## src/rtl/sram_ctl_pkg.sv

```systemverilog
package sram_ctl_pkg;

    typedef enum logic [2:0] {
        ST_IDLE   = 3'd0,
        ST_WSETUP = 3'd1,
        ST_WPULSE = 3'd2,
        ST_WHOLD  = 3'd3,
        ST_RACC   = 3'd4,
        ST_RTURN  = 3'd5
    } sram_st_e;

    // Cycles needed to cover a time span, never fewer than one.
    function automatic int unsigned span_cycles(int unsigned span_ps, int unsigned clk_ps);
        int unsigned c;
        c = (span_ps + clk_ps - 1) / clk_ps;
        return (c < 1) ? 1 : c;
    endfunction

endpackage

```

## src/rtl/sram_wait_cnt.sv

```systemverilog
module sram_wait_cnt #(
    parameter int CNT_W = 5
) (
    input  logic             clk,
    input  logic             rst_n,
    input  logic             load,
    input  logic [CNT_W-1:0] load_val,
    output logic             zero
);
    logic [CNT_W-1:0] cnt_d, cnt_q;

    always_comb begin
        cnt_d = cnt_q;
        if (load)
            cnt_d = load_val;
        else if (cnt_q != '0)
            cnt_d = cnt_q - 1'b1;
    end

    always_ff @(posedge clk or negedge rst_n) begin
        if (!rst_n) cnt_q <= '0;
        else        cnt_q <= cnt_d;
    end

    assign zero = (cnt_q == '0);
endmodule

```

## src/rtl/sram_ctl_seq.sv

```systemverilog
module sram_ctl_seq
    import sram_ctl_pkg::*;
#(
    parameter int ADDR_W = 15,
    parameter int DATA_W = 8,
    parameter int RD_CYC = 18,
    parameter int WR_CYC = 12,
    parameter int HZ_CYC = 7,
    parameter int CNT_W  = 5
) (
    input  logic              clk,
    input  logic              rst_n,
    input  logic              req_valid,
    input  logic              req_write,
    input  logic [ADDR_W-1:0] req_addr,
    input  logic [DATA_W-1:0] req_wdata,
    output logic              req_ready,
    output logic              rsp_done,
    output logic [DATA_W-1:0] rsp_rdata,
    output logic              mem_ce_n,
    output logic              mem_we_n,
    output logic              mem_oe_n,
    output logic [ADDR_W-1:0] mem_addr,
    output logic [DATA_W-1:0] mem_dq_o,
    output logic              mem_dq_oe,
    input  logic [DATA_W-1:0] mem_dq_i,
    output logic              cnt_load,
    output logic [CNT_W-1:0]  cnt_val,
    input  logic              cnt_zero
);
    typedef struct packed {
        sram_st_e          state;
        logic [ADDR_W-1:0] addr;
        logic [DATA_W-1:0] wdata;
        logic [DATA_W-1:0] rdata;
        logic              done;
        logic              ce_n;
        logic              we_n;
        logic              oe_n;
        logic              dq_oe;
    } seq_regs_t;

    localparam seq_regs_t RESET_VAL = '{
        state: ST_IDLE, addr: '0, wdata: '0, rdata: '0, done: 1'b0,
        ce_n: 1'b1, we_n: 1'b1, oe_n: 1'b1, dq_oe: 1'b0
    };

    seq_regs_t r_d, r_q;

    always_comb begin
        r_d      = r_q;
        r_d.done = 1'b0;
        cnt_load = 1'b0;
        cnt_val  = '0;
        unique case (r_q.state)
            ST_IDLE: begin
                if (req_valid) begin
                    r_d.addr  = req_addr;
                    r_d.wdata = req_wdata;
                    if (req_write) begin
                        r_d.state = ST_WSETUP;
                    end else begin
                        r_d.state = ST_RACC;
                        cnt_load  = 1'b1;
                        cnt_val   = CNT_W'(RD_CYC - 1);
                    end
                end
            end
            ST_WSETUP: begin
                r_d.state = ST_WPULSE;
                cnt_load  = 1'b1;
                cnt_val   = CNT_W'(WR_CYC - 1);
            end
            ST_WPULSE: begin
                if (cnt_zero) r_d.state = ST_WHOLD;
            end
            ST_WHOLD: begin
                r_d.state = ST_IDLE;
                r_d.done  = 1'b1;
            end
            ST_RACC: begin
                if (cnt_zero) begin
                    r_d.rdata = mem_dq_i;
                    r_d.state = ST_RTURN;
                    cnt_load  = 1'b1;
                    cnt_val   = CNT_W'(HZ_CYC - 1);
                end
            end
            ST_RTURN: begin
                if (cnt_zero) begin
                    r_d.state = ST_IDLE;
                    r_d.done  = 1'b1;
                end
            end
            default: r_d.state = ST_IDLE;
        endcase

        // Strobes are registered alongside the state they belong to.
        r_d.ce_n  = (r_d.state == ST_IDLE) || (r_d.state == ST_RTURN);
        r_d.we_n  = (r_d.state != ST_WPULSE);
        r_d.oe_n  = (r_d.state != ST_RACC);
        r_d.dq_oe = (r_d.state == ST_WSETUP) || (r_d.state == ST_WPULSE) ||
                    (r_d.state == ST_WHOLD);
    end

    always_ff @(posedge clk or negedge rst_n) begin
        if (!rst_n) r_q <= RESET_VAL;
        else        r_q <= r_d;
    end

    assign req_ready = (r_q.state == ST_IDLE);
    assign rsp_done  = r_q.done;
    assign rsp_rdata = r_q.rdata;
    assign mem_ce_n  = r_q.ce_n;
    assign mem_we_n  = r_q.we_n;
    assign mem_oe_n  = r_q.oe_n;
    assign mem_addr  = r_q.addr;
    assign mem_dq_o  = r_q.wdata;
    assign mem_dq_oe = r_q.dq_oe;
endmodule

```

## src/rtl/sram_ctl.sv

```systemverilog
module sram_ctl
    import sram_ctl_pkg::*;
#(
    parameter int ADDR_W = 15,
    parameter int DATA_W = 8,
    parameter int CLK_PS = 10000,
    parameter int ACC_PS = 70000,
    parameter int WR_PS  = 45000,
    parameter int HZ_PS  = 25000
) (
    input  logic              clk,
    input  logic              rst_n,
    input  logic              req_valid,
    output logic              req_ready,
    input  logic              req_write,
    input  logic [ADDR_W-1:0] req_addr,
    input  logic [DATA_W-1:0] req_wdata,
    output logic              rsp_done,
    output logic [DATA_W-1:0] rsp_rdata,
    output logic              mem_ce_n,
    output logic              mem_we_n,
    output logic              mem_oe_n,
    output logic [ADDR_W-1:0] mem_addr,
    output logic [DATA_W-1:0] mem_dq_o,
    output logic              mem_dq_oe,
    input  logic [DATA_W-1:0] mem_dq_i
);
    localparam int RD_CYC = int'(span_cycles(ACC_PS, CLK_PS));
    localparam int WR_CYC = int'(span_cycles(WR_PS, CLK_PS));
    localparam int HZ_CYC = int'(span_cycles(HZ_PS, CLK_PS));
    localparam int MAX_A  = (RD_CYC > WR_CYC) ? RD_CYC : WR_CYC;
    localparam int MAX_C  = (MAX_A > HZ_CYC) ? MAX_A : HZ_CYC;
    localparam int CNT_W  = (MAX_C < 2) ? 1 : $clog2(MAX_C);

    logic             cnt_load;
    logic [CNT_W-1:0] cnt_val;
    logic             cnt_zero;

    sram_wait_cnt #(.CNT_W(CNT_W)) u_cnt (
        .clk      (clk),
        .rst_n    (rst_n),
        .load     (cnt_load),
        .load_val (cnt_val),
        .zero     (cnt_zero)
    );

    sram_ctl_seq #(
        .ADDR_W(ADDR_W), .DATA_W(DATA_W), .RD_CYC(RD_CYC),
        .WR_CYC(WR_CYC), .HZ_CYC(HZ_CYC), .CNT_W(CNT_W)
    ) u_seq (
        .clk       (clk),
        .rst_n     (rst_n),
        .req_valid (req_valid),
        .req_write (req_write),
        .req_addr  (req_addr),
        .req_wdata (req_wdata),
        .req_ready (req_ready),
        .rsp_done  (rsp_done),
        .rsp_rdata (rsp_rdata),
        .mem_ce_n  (mem_ce_n),
        .mem_we_n  (mem_we_n),
        .mem_oe_n  (mem_oe_n),
        .mem_addr  (mem_addr),
        .mem_dq_o  (mem_dq_o),
        .mem_dq_oe (mem_dq_oe),
        .mem_dq_i  (mem_dq_i),
        .cnt_load  (cnt_load),
        .cnt_val   (cnt_val),
        .cnt_zero  (cnt_zero)
    );
endmodule

```

## config.mk

```make
export PLATFORM = sky130hd
export DESIGN_NAME = sram_ctl
export DESIGN_NICKNAME = d
export VERILOG_FILES = /design/src/rtl/sram_ctl_pkg.sv /design/src/rtl/sram_wait_cnt.sv /design/src/rtl/sram_ctl_seq.sv /design/src/rtl/sram_ctl.sv
export SDC_FILE = /design/constraint.sdc
export NUM_CORES = 1
export LEC_CHECK = 0
export ABC_AREA = 1
export CORE_ASPECT_RATIO = 0.7
export CORE_MARGIN = 2
export CORE_UTILIZATION = 48
export DETAILED_ROUTE_END_ITERATION = 7
export PLACE_DENSITY = 0.85
export RECOVER_POWER = 25
export SLEW_MARGIN = 0
export SYNTH_ARGS = -nofsm -noshare
export SYNTH_HDL_FRONTEND = slang
export SYNTH_SLANG_ARGS = --single-unit
```

## constraint.sdc

```tcl
create_clock -name clk -period 3.3 [get_ports clk]
set_input_delay 0.495 -clock clk [delete_from_list [all_inputs] [get_ports clk]]
set_output_delay 0.495 -clock clk [all_outputs]
set_load 0.02 [all_outputs]
```

# Word-level counts from Yosys, hierarchy flattened
# Cells that the tools add are included.
[op_classes]
n_addsub = 1
n_eq_ne = 11
n_mux = 17
reduce_logical = 10
[op_table]
columns = ["cell", "count"]
rows = [
  ["26-bit two-way mux", 1],
  ["3-bit two-way mux", 8],
  ["3-bit case mux with 5 select lines", 1],
  ["3-bit by 2-bit equality test with 1-bit output, second input constant", 4],
  ["3-bit equality test, second input constant", 3],
  ["3-bit logical NOT", 3],
  ["3-bit case mux with 3 select lines", 1],
  ["3-bit by 1-bit equality test with 1-bit output, second input constant", 2],
  ["2-bit AND reduction", 2],
  ["1-bit logical OR", 3],
  ["1-bit two-way mux", 3],
  ["3-bit by 2-bit != test with 1-bit output, second input constant", 1],
  ["3-bit != test, second input constant", 1],
  ["1-bit case mux with 3 select lines", 1],
  ["3-bit nonzero test", 1],
  ["3-bit by 1-bit subtractor with 3-bit output, second input constant", 1],
  ["2-bit two-way mux", 1],
  ["1-bit case mux with 2 select lines", 1],
  ["2-bit nonzero test", 1],
]
[word_totals]
ff_bits = 42
output_inout_bits = 37
elab_cells = 49

# Longest topological paths before layout
# Gate-level depths: netlist (run 1).
[logic_depth]
depth_word = 6
depth_mapped = 9
mapped_depth_nobuf = 9

# By module
# From an unflattened synthesis (run 1), not the netlist that was laid out.
[unflattened]
hier_cells = 233
area_unflattened_um2 = 2092.0
[by_module_without_submodules]
columns = ["mod", "instances", "cells_each", "area_each_um2", "seq_area_each_um2"]
rows = [
  ["sram_ctl_seq", 1, 201, 1884.3, 979.7],
  ["sram_wait_cnt", 1, 32, 207.7, 75.1],
]

# Worst setup path after synthesis (run 1)
# No wires, ideal clock.
[synth_path]
path_type = "register to register"
startpoint = "reg u_cnt.cnt_q[0]"
endpoint = "reg u_cnt.cnt_q[1]"
setup_ps = 77
arrival_ps = 1283
slack_ps = 1940
stages_incl_launch_ff = 10
n_path_buf = 1
synth_period_minus_slack_ps = 1360
cell_sequence = "dfrtp_1 > inv_1 > ha_1 > inv_1 > nor2_2 > nand3_2 > buf_4 > nand2_1 > nor2_1 > a21oi_1"
[synth_between]
elab_chain_len = 4
[synth_lines]
columns = ["element", "line_no", "rtl"]
rows = [
  ["start, declared", "sram_wait_cnt.sv:10", "logic [CNT_W-1:0] cnt_d, cnt_q;"],
  ["start signal, assigned", "sram_wait_cnt.sv:22", "else cnt_q <= cnt_d;"],
  ["branches (longest 4 deep; another with 3-bit by 1-bit subtractor with 3-bit output)", "-", ""],
]
# Several ways; the timed one is not identified. The select of a mux whose other input is x is not followed.
# A chain may end at the register's enable or synchronous reset.

# Worst setup path after layout (run 1)
[layout_path]
startpoint = "reg u_seq.r_q[38] (netlist name)"
endpoint = "out req_ready"
[layout_between]
elab_chain_len = 1
[layout_lines]
columns = ["element", "line_no", "rtl"]
rows = [
  ["start, declared", "sram_ctl_seq.sv:48", "seq_regs_t r_d, r_q;"],
  ["start signal, assigned", "sram_ctl_seq.sv:108", "else r_q <= r_d;"],
  ["3-bit logical NOT", "sram_ctl_seq.sv:111", "assign req_ready = (r_q.state == ST_IDLE);"],
  ["end, declared", "sram_ctl.sv:14", "output logic req_ready,"],
]
# Every way passes these cells.

==> results of run 1 <==
cell usage in the layout (no fill, tap or decap):
| cell | synthesis | layout |
|---|---|---|
| a211oi_1 | 1 | 1 |
| clkbuf_8 | 0 | 6 |
| dfstp_2 | 3 | 3 |
| xnor2_1 | 1 | 1 |
| a21oi_1 | 2 | 2 |
| nand3_2 | 1 | 1 |
| ha_1 | 2 | 2 |
| clkinv_1 | 1 | 1 |
| nand2_1 | 108 | 108 |
| dfrtp_1 | 39 | 39 |
| o21ai_2 | 1 | 1 |
| nor2_2 | 2 | 2 |
| nor2_4 | 2 | 2 |
| nand2_2 | 1 | 1 |
| nand4_1 | 1 | 1 |
| nand3_1 | 4 | 4 |
| o22ai_1 | 1 | 1 |
| nor2_1 | 9 | 9 |
| clkdlybuf4s50_1 | 0 | 70 |
| clkbuf_1 | 0 | 3 |
| o21ai_0 | 1 | 1 |
| nor3_1 | 1 | 1 |
| inv_2 | 1 | 1 |
| inv_1 | 11 | 11 |
path summary, 6_finish.rpt:
path | to | cells after the start | start
min | u_seq.mem_addr[14] | 2 | u_seq.mem_addr[14]
min in group asynchronous | u_seq.mem_addr[0] | 1 | rst_n
max in group asynchronous | u_seq.mem_addr[8] | 1 | rst_n
min reg2reg | u_seq.mem_addr[14] | 2 | u_seq.mem_addr[14]
max reg2reg | u_seq.mem_dq_o[6] | 6 | u_seq.r_q[38]
max | req_ready | 4 | u_seq.r_q[38]
per-stage QoR:
step                std cells  util [%]  area (um2)  power (mW)  hold WS [ns]
finish                    324      65.2        2560        2.61         0.477
global route              324      65.2        2560        2.80         0.497
CTS                       324      65.2        2560        2.63         0.350
detailed placement        316      62.9        2470        2.29         0.461
global placement          316      62.9        2470        2.25         0.455
floorplan                 229         -        1970        1.97         0.199
power by group through the flow:
stage	Sequential, mW	Clock (mW)	Combinational, mW
after floorplan	0.948	0	1.02
after global placement	0.944	0	1.30
after detailed placement	0.944	0	1.35
after CTS	0.943	0.336	1.35
after global routing	0.971	0.360	1.47
final	0.945	0.329	1.33
final cells by class:
type | instances | area share [%]
Clock buffer | 8 | 3.52
Inverter | 13 | 1.91
Multi-Input combinational cell | 138 | 23.2
Sequential cell | 42 | 41.3
Tap cell | 52 | 2.55
Timing Repair Buffer | 71 | 27.6
per-layer routing:
| metal | GRT usage [%] | up-vias |
|---|---|---|
| li1 | - | 747 |
| met1 | 23.5 | 685 |
| met2 | 29.0 | 54 |
| met3 | 5.92 | 4 |
| met4 | 6.78 | 0 |
| met5 | 0 | - |
state kept, by name (all words and copies together), names as in the netlist:
name	flops
u_seq.mem_oe_n	1
u_seq.mem_dq_o	8
u_seq.rsp_rdata	8
u_seq.mem_addr	15
u_seq.mem_we_n	1
u_seq.rsp_done	1
u_seq.mem_dq_oe	1
u_seq.mem_ce_n	1
u_cnt.cnt_q	3
u_seq.r_q	3
cells by family after synthesis:
group                      count (synthesis)  synth area share [%]
and+or+nand+nor                          129                  26.4
xor gates and xnor gates                   1                 0.444
DFF                                       42                  53.4
adders and majority gates                  2                  1.27
buffers and inverters                     49                  16.5
AOI/OAI and AO/OA                          6                  1.90
worst max-delay path: stages, from the launching register on:
cell	delay (ns)
dfrtp_1	0.48
nor2_4	0.18
nand2_1	0.09
inv_1	0.06
clkdlybuf4s50_1	0.59
==> metrics.txt, run 1 <==
Setup Buffers After CTS=0; setup tns final=0 ns; pre-CTS setup slack=1.12 ns; Clk pwr share=12.6%; Clk Latency, worst-skew pair=0.29 ns; run status=finished with violations; Post-Syn Instances=229; top post-synthesis cells by area=dfrtp_1 49%, nand2_1 21%, buf_4 13%, dfstp_2 4.0%, inv_1 2.1%; P_sw=around 1.1 mW; GR Overflow Total=0; drt first pass iters=4; DR WL/cell=11.6 um; # port buffers=71; clk_skew=0.00646 ns; Max Cap Violations=1; Site Rows=19; Distinct cells, synth=23; highest clock rate=between 400 and 500 MHz; post-route clock period utilization=65.9%; TritonCTS buffer count=5; final worst setup slack=1.12 ns; RSZ-0062 raised after global routing=no; M1 WL=1.79 mm; Gate power share=51.2%; root buffer cell=clkbuf_8; Pint=1.55 mW; Req. time, crit path=2.80 ns; footprint of the multi-input gates=593 um2; DR vias=1490; setup slack on the worst flop-to-flop path=1.52 ns; H-tree lvl count=2; Critical Path AT=1.68 ns; sequential power share=between 30% and 40%; area of the core=between 0.003 and 0.004 mm2; number of global-route vias before repair=1472; Fin. Hold Viols=0; Placer Congestion=0.751; ANT nets after route=0; CTS Buffer Depth=2; Fillers=about 340; crit path max fanout=6; Lkg Pwr=1.26 nW; final HPWL from detailed placement=2.70 mm; cell area after synthesis=0.00197 mm2; Initial Utilization=between 50% and 60%; WL met2=1.65 mm; vias per cell=4.60; largest net degree at the start of global routing=43; post-CTS resize count=0; largest area contributor in the netlist=dfrtp_1; sw frac=40.6%; initial antenna violation count=0; Mean Syn Cell Area=8.62 um2; Slew headroom=-42.7%; Setup CP Type=register to output pin; Die Ht=between 50 and 60 um; EDFF count, synth=0; Layout area overhead=29.5%; final count of negative-setup-slack endpoints=0; die width=80.7 um; Primary FF master, synth=dfrtp_1; diode count=0; share of the synthesized area in the top cell type=49.4%; failing checks=capacitance limit, slew limit; CTS tree=built; Max VDD drop=0.483 mV; top layer in use=met4; crit end category=output pin; routed wl met3=277 um; Residual DRC=0; GRT Total Usage=a little under a fifth; I/O Pins=72; die area=between 0.004 and 0.005 mm2; DRT iter0 DRCs=50; synth cell count leaders=108 x nand2_1, 39 x dfrtp_1, 34 x buf_4; most frequent cell after synthesis=nand2_1; Async S/R FF share, synth=100%; Seq cells post-synth=42; CTS sink cnt=42; CP Launch Type=register; syn nets=around 270; CTS Hold Bufs=0; layout cell share with drive strength beyond 1=6.25%; Clock transition at path regs=0.08 ns; # nets final=308; Reg area=0.00105 mm2; global-route wire length before repair=6.44 mm; min Tclk post-route=2.18 ns; Least-Margin Pin Slew=about 2.1 ns; worst hold path type=register to register; Power Dens Cells=1020 mW/mm2; Slew Viols, Final=43; WL final=3.75 mm; sequential area share after synthesis=53.4%; Yosys warnings=0
Power figures use the tool's default switching activity.
==> inputs of run 2 (changes only) <==
CORE_UTILIZATION = 44   (was 48)
PLACE_DENSITY = 0.79   (was 0.85)
clock period = 2.3 ns   (was 3.3 ns; I/O delays follow)
==> metrics.txt, run 2 (synthesis gave the netlist of run 1 again) <==
run status=complete, no violations; most common cell after layout, fill and taps aside=nand2_1; R2R Path End=u_cnt.cnt_q[1]; Placer Congestion=0.771 (+2.7%); DR WL/cell=11.6 um (about the same); Least-Margin Pin Slew=0.993 ns (-1.15 ns); WL final=3.80 mm (+1.3%); Req. time, crit path=1.96 ns (-0.84 ns); clk_skew=0.00581 ns (-0.000649 ns); ANT nets after route=0 (unchanged); Initial Utilization=45.6% (-4.7 points); Die Ht=60.0 um (+4.1%); crit path max fanout=6 (unchanged); CTS Buffer Depth=2 (unchanged); FF-to-FF path depth=8 (+2); DRT iter0 DRCs=71 (+42%); initial antenna violation count=0 (unchanged); die width=84.1 um (+4.2%); Post-Layout Cell Count=328 (+1.2%); global-route wire length before repair=6.35 mm (-1.4%); layout cell share with drive strength beyond 1=6.59% (+0.34 points); number of global-route vias before repair=1394 (-5.3%); largest net degree at the start of global routing=43 (unchanged); GRT Total Usage=16.3% (-1.9 points); I/O Pins=72 (unchanged); Overall Power=3.71 mW (+42%); Fin. Hold Viols=0 (unchanged); Setup Buffers After CTS=0 (unchanged); CTS sink cnt=42 (unchanged); crit end category=output pin; Layout area overhead=29.6% (about the same); drt first pass iters=4 (unchanged); final count of negative-setup-slack endpoints=0 (unchanged); Site Rows=20 (+1); Power Dens Cells=1450 mW/mm2 (+42%); Max VDD drop=0.799 mV (+65%); dpl cells=320 (+1.3%); CTS Hold Bufs=0 (unchanged); Clk Latency, worst-skew pair=0.28 ns (about the same); area of the core=0.00433 mm2 (+10%); worst hold path type=primary input to asynchronous set/reset pin; H-tree lvl count=2 (unchanged); RSZ-0062 raised after global routing=no; final HPWL from detailed placement=2.85 mm (+5.4%); GR Overflow Total=0 (unchanged); Slew Viols, Final=0 (-100%); post-CTS resize count=0 (unchanged); post-route clock period utilization=87.1%; vias per cell=4.59 (-0.29%); commonest non-fill, non-tap cells in the layout=108 x nand2_1, 70 x clkdlybuf4s50_1, 39 x dfrtp_1; min Tclk post-route=2.00 ns; setup slack on the worst flop-to-flop path=0.60 ns (-0.92 ns); # port buffers=71 (unchanged); root buffer cell=clkbuf_8; Setup CP Type=register to output pin; highest clock rate=~500 MHz; diode count=0 (unchanged); Critical Path AT=1.66 ns (-0.02 ns); Reg2Reg Launch Point=u_cnt.cnt_q[0]; setup tns final=0 ns (unchanged); Lkg Pwr=1.26 nW (+0.17%); TritonCTS buffer count=5 (unchanged); Slew headroom=33.8% (+76 points); Max Cap Violations=0 (-1); die area=0.00505 mm2 (+8.5%); Clock transition at path regs=0.07 ns (about the same); Residual DRC=0 (unchanged); Fillers=397 (+16%); CTS tree=built; # nets final=309 (+0.32%); DR vias=1504 (+0.94%); CP Launch Type=register; max reg flops=15 (unchanged)
run 2: area by class of cell:
cell class	instances	area (um2)	area share (%)
inverters	13	48.8	1.91
clock buffers	8	80.1	3.13
multi-input cells	138	593	23.2
flip-flops and latches	42	1050	41.2
repair buffers	72	713	27.9
well taps	55	68.8	2.69
run 2: routing by layer:
metal | part of all wire [%] | vias to the layer above | global-route usage [%]
li1 | - | 747 | -
met1 | 47 | 693 | 21.4
met2 | 45 | 57 | 25.6
met3 | 6.8 | 7 | 4.97
met4 | 1.5 | 0 | 6.45
met5 | 0 | - | 0
run 2: worst max path at each step:
stage	slack [ns]	start	cells after the start	to
2_1_floorplan	0.94	u_cnt.cnt_q[0]	9	u_cnt.cnt_q[1]
3_3_place_gp	0.60	u_cnt.cnt_q[0]	8	u_cnt.cnt_q[1]
3_5_place_dp	0.58	req_valid	6	u_seq.mem_addr[14]
4_1_cts	0.28	u_seq.r_q[37]	4	req_ready
5_1_grt	0.20	u_seq.r_q[37]	4	req_ready
6_report	0.30	u_seq.r_q[37]	4	req_ready
run 2: critical path, stage by stage, from the launching register on:
cell	delay (ns)
dfrtp_1	0.45
nor2_4	0.19
nand2_1	0.09
inv_1	0.05
clkdlybuf4s50_1	0.59
run 2: through the flow:
stage          util [%]  hold slack [ns]  worst slack [ns]  instance area (um2)
3_3_place_gp       57.3            0.459             0.604                 2480
6_report           59.1            0.217             0.296                 2560
4_1_cts            59.1            0.212             0.283                 2560
2_1_floorplan         -           0.0494             0.940                 1970
3_5_place_dp       57.3            0.457             0.583                 2480
5_1_grt            59.1            0.308             0.202                 2560
run 2: report_power, final:
| part | switching (mW) | internal (mW) |
|---|---|---|
| logic | 1.06 | 0.862 |
| clock network | 0.221 | 0.215 |
| registers | 0.224 | 1.12 |
| total | 1.51 | 2.20 |
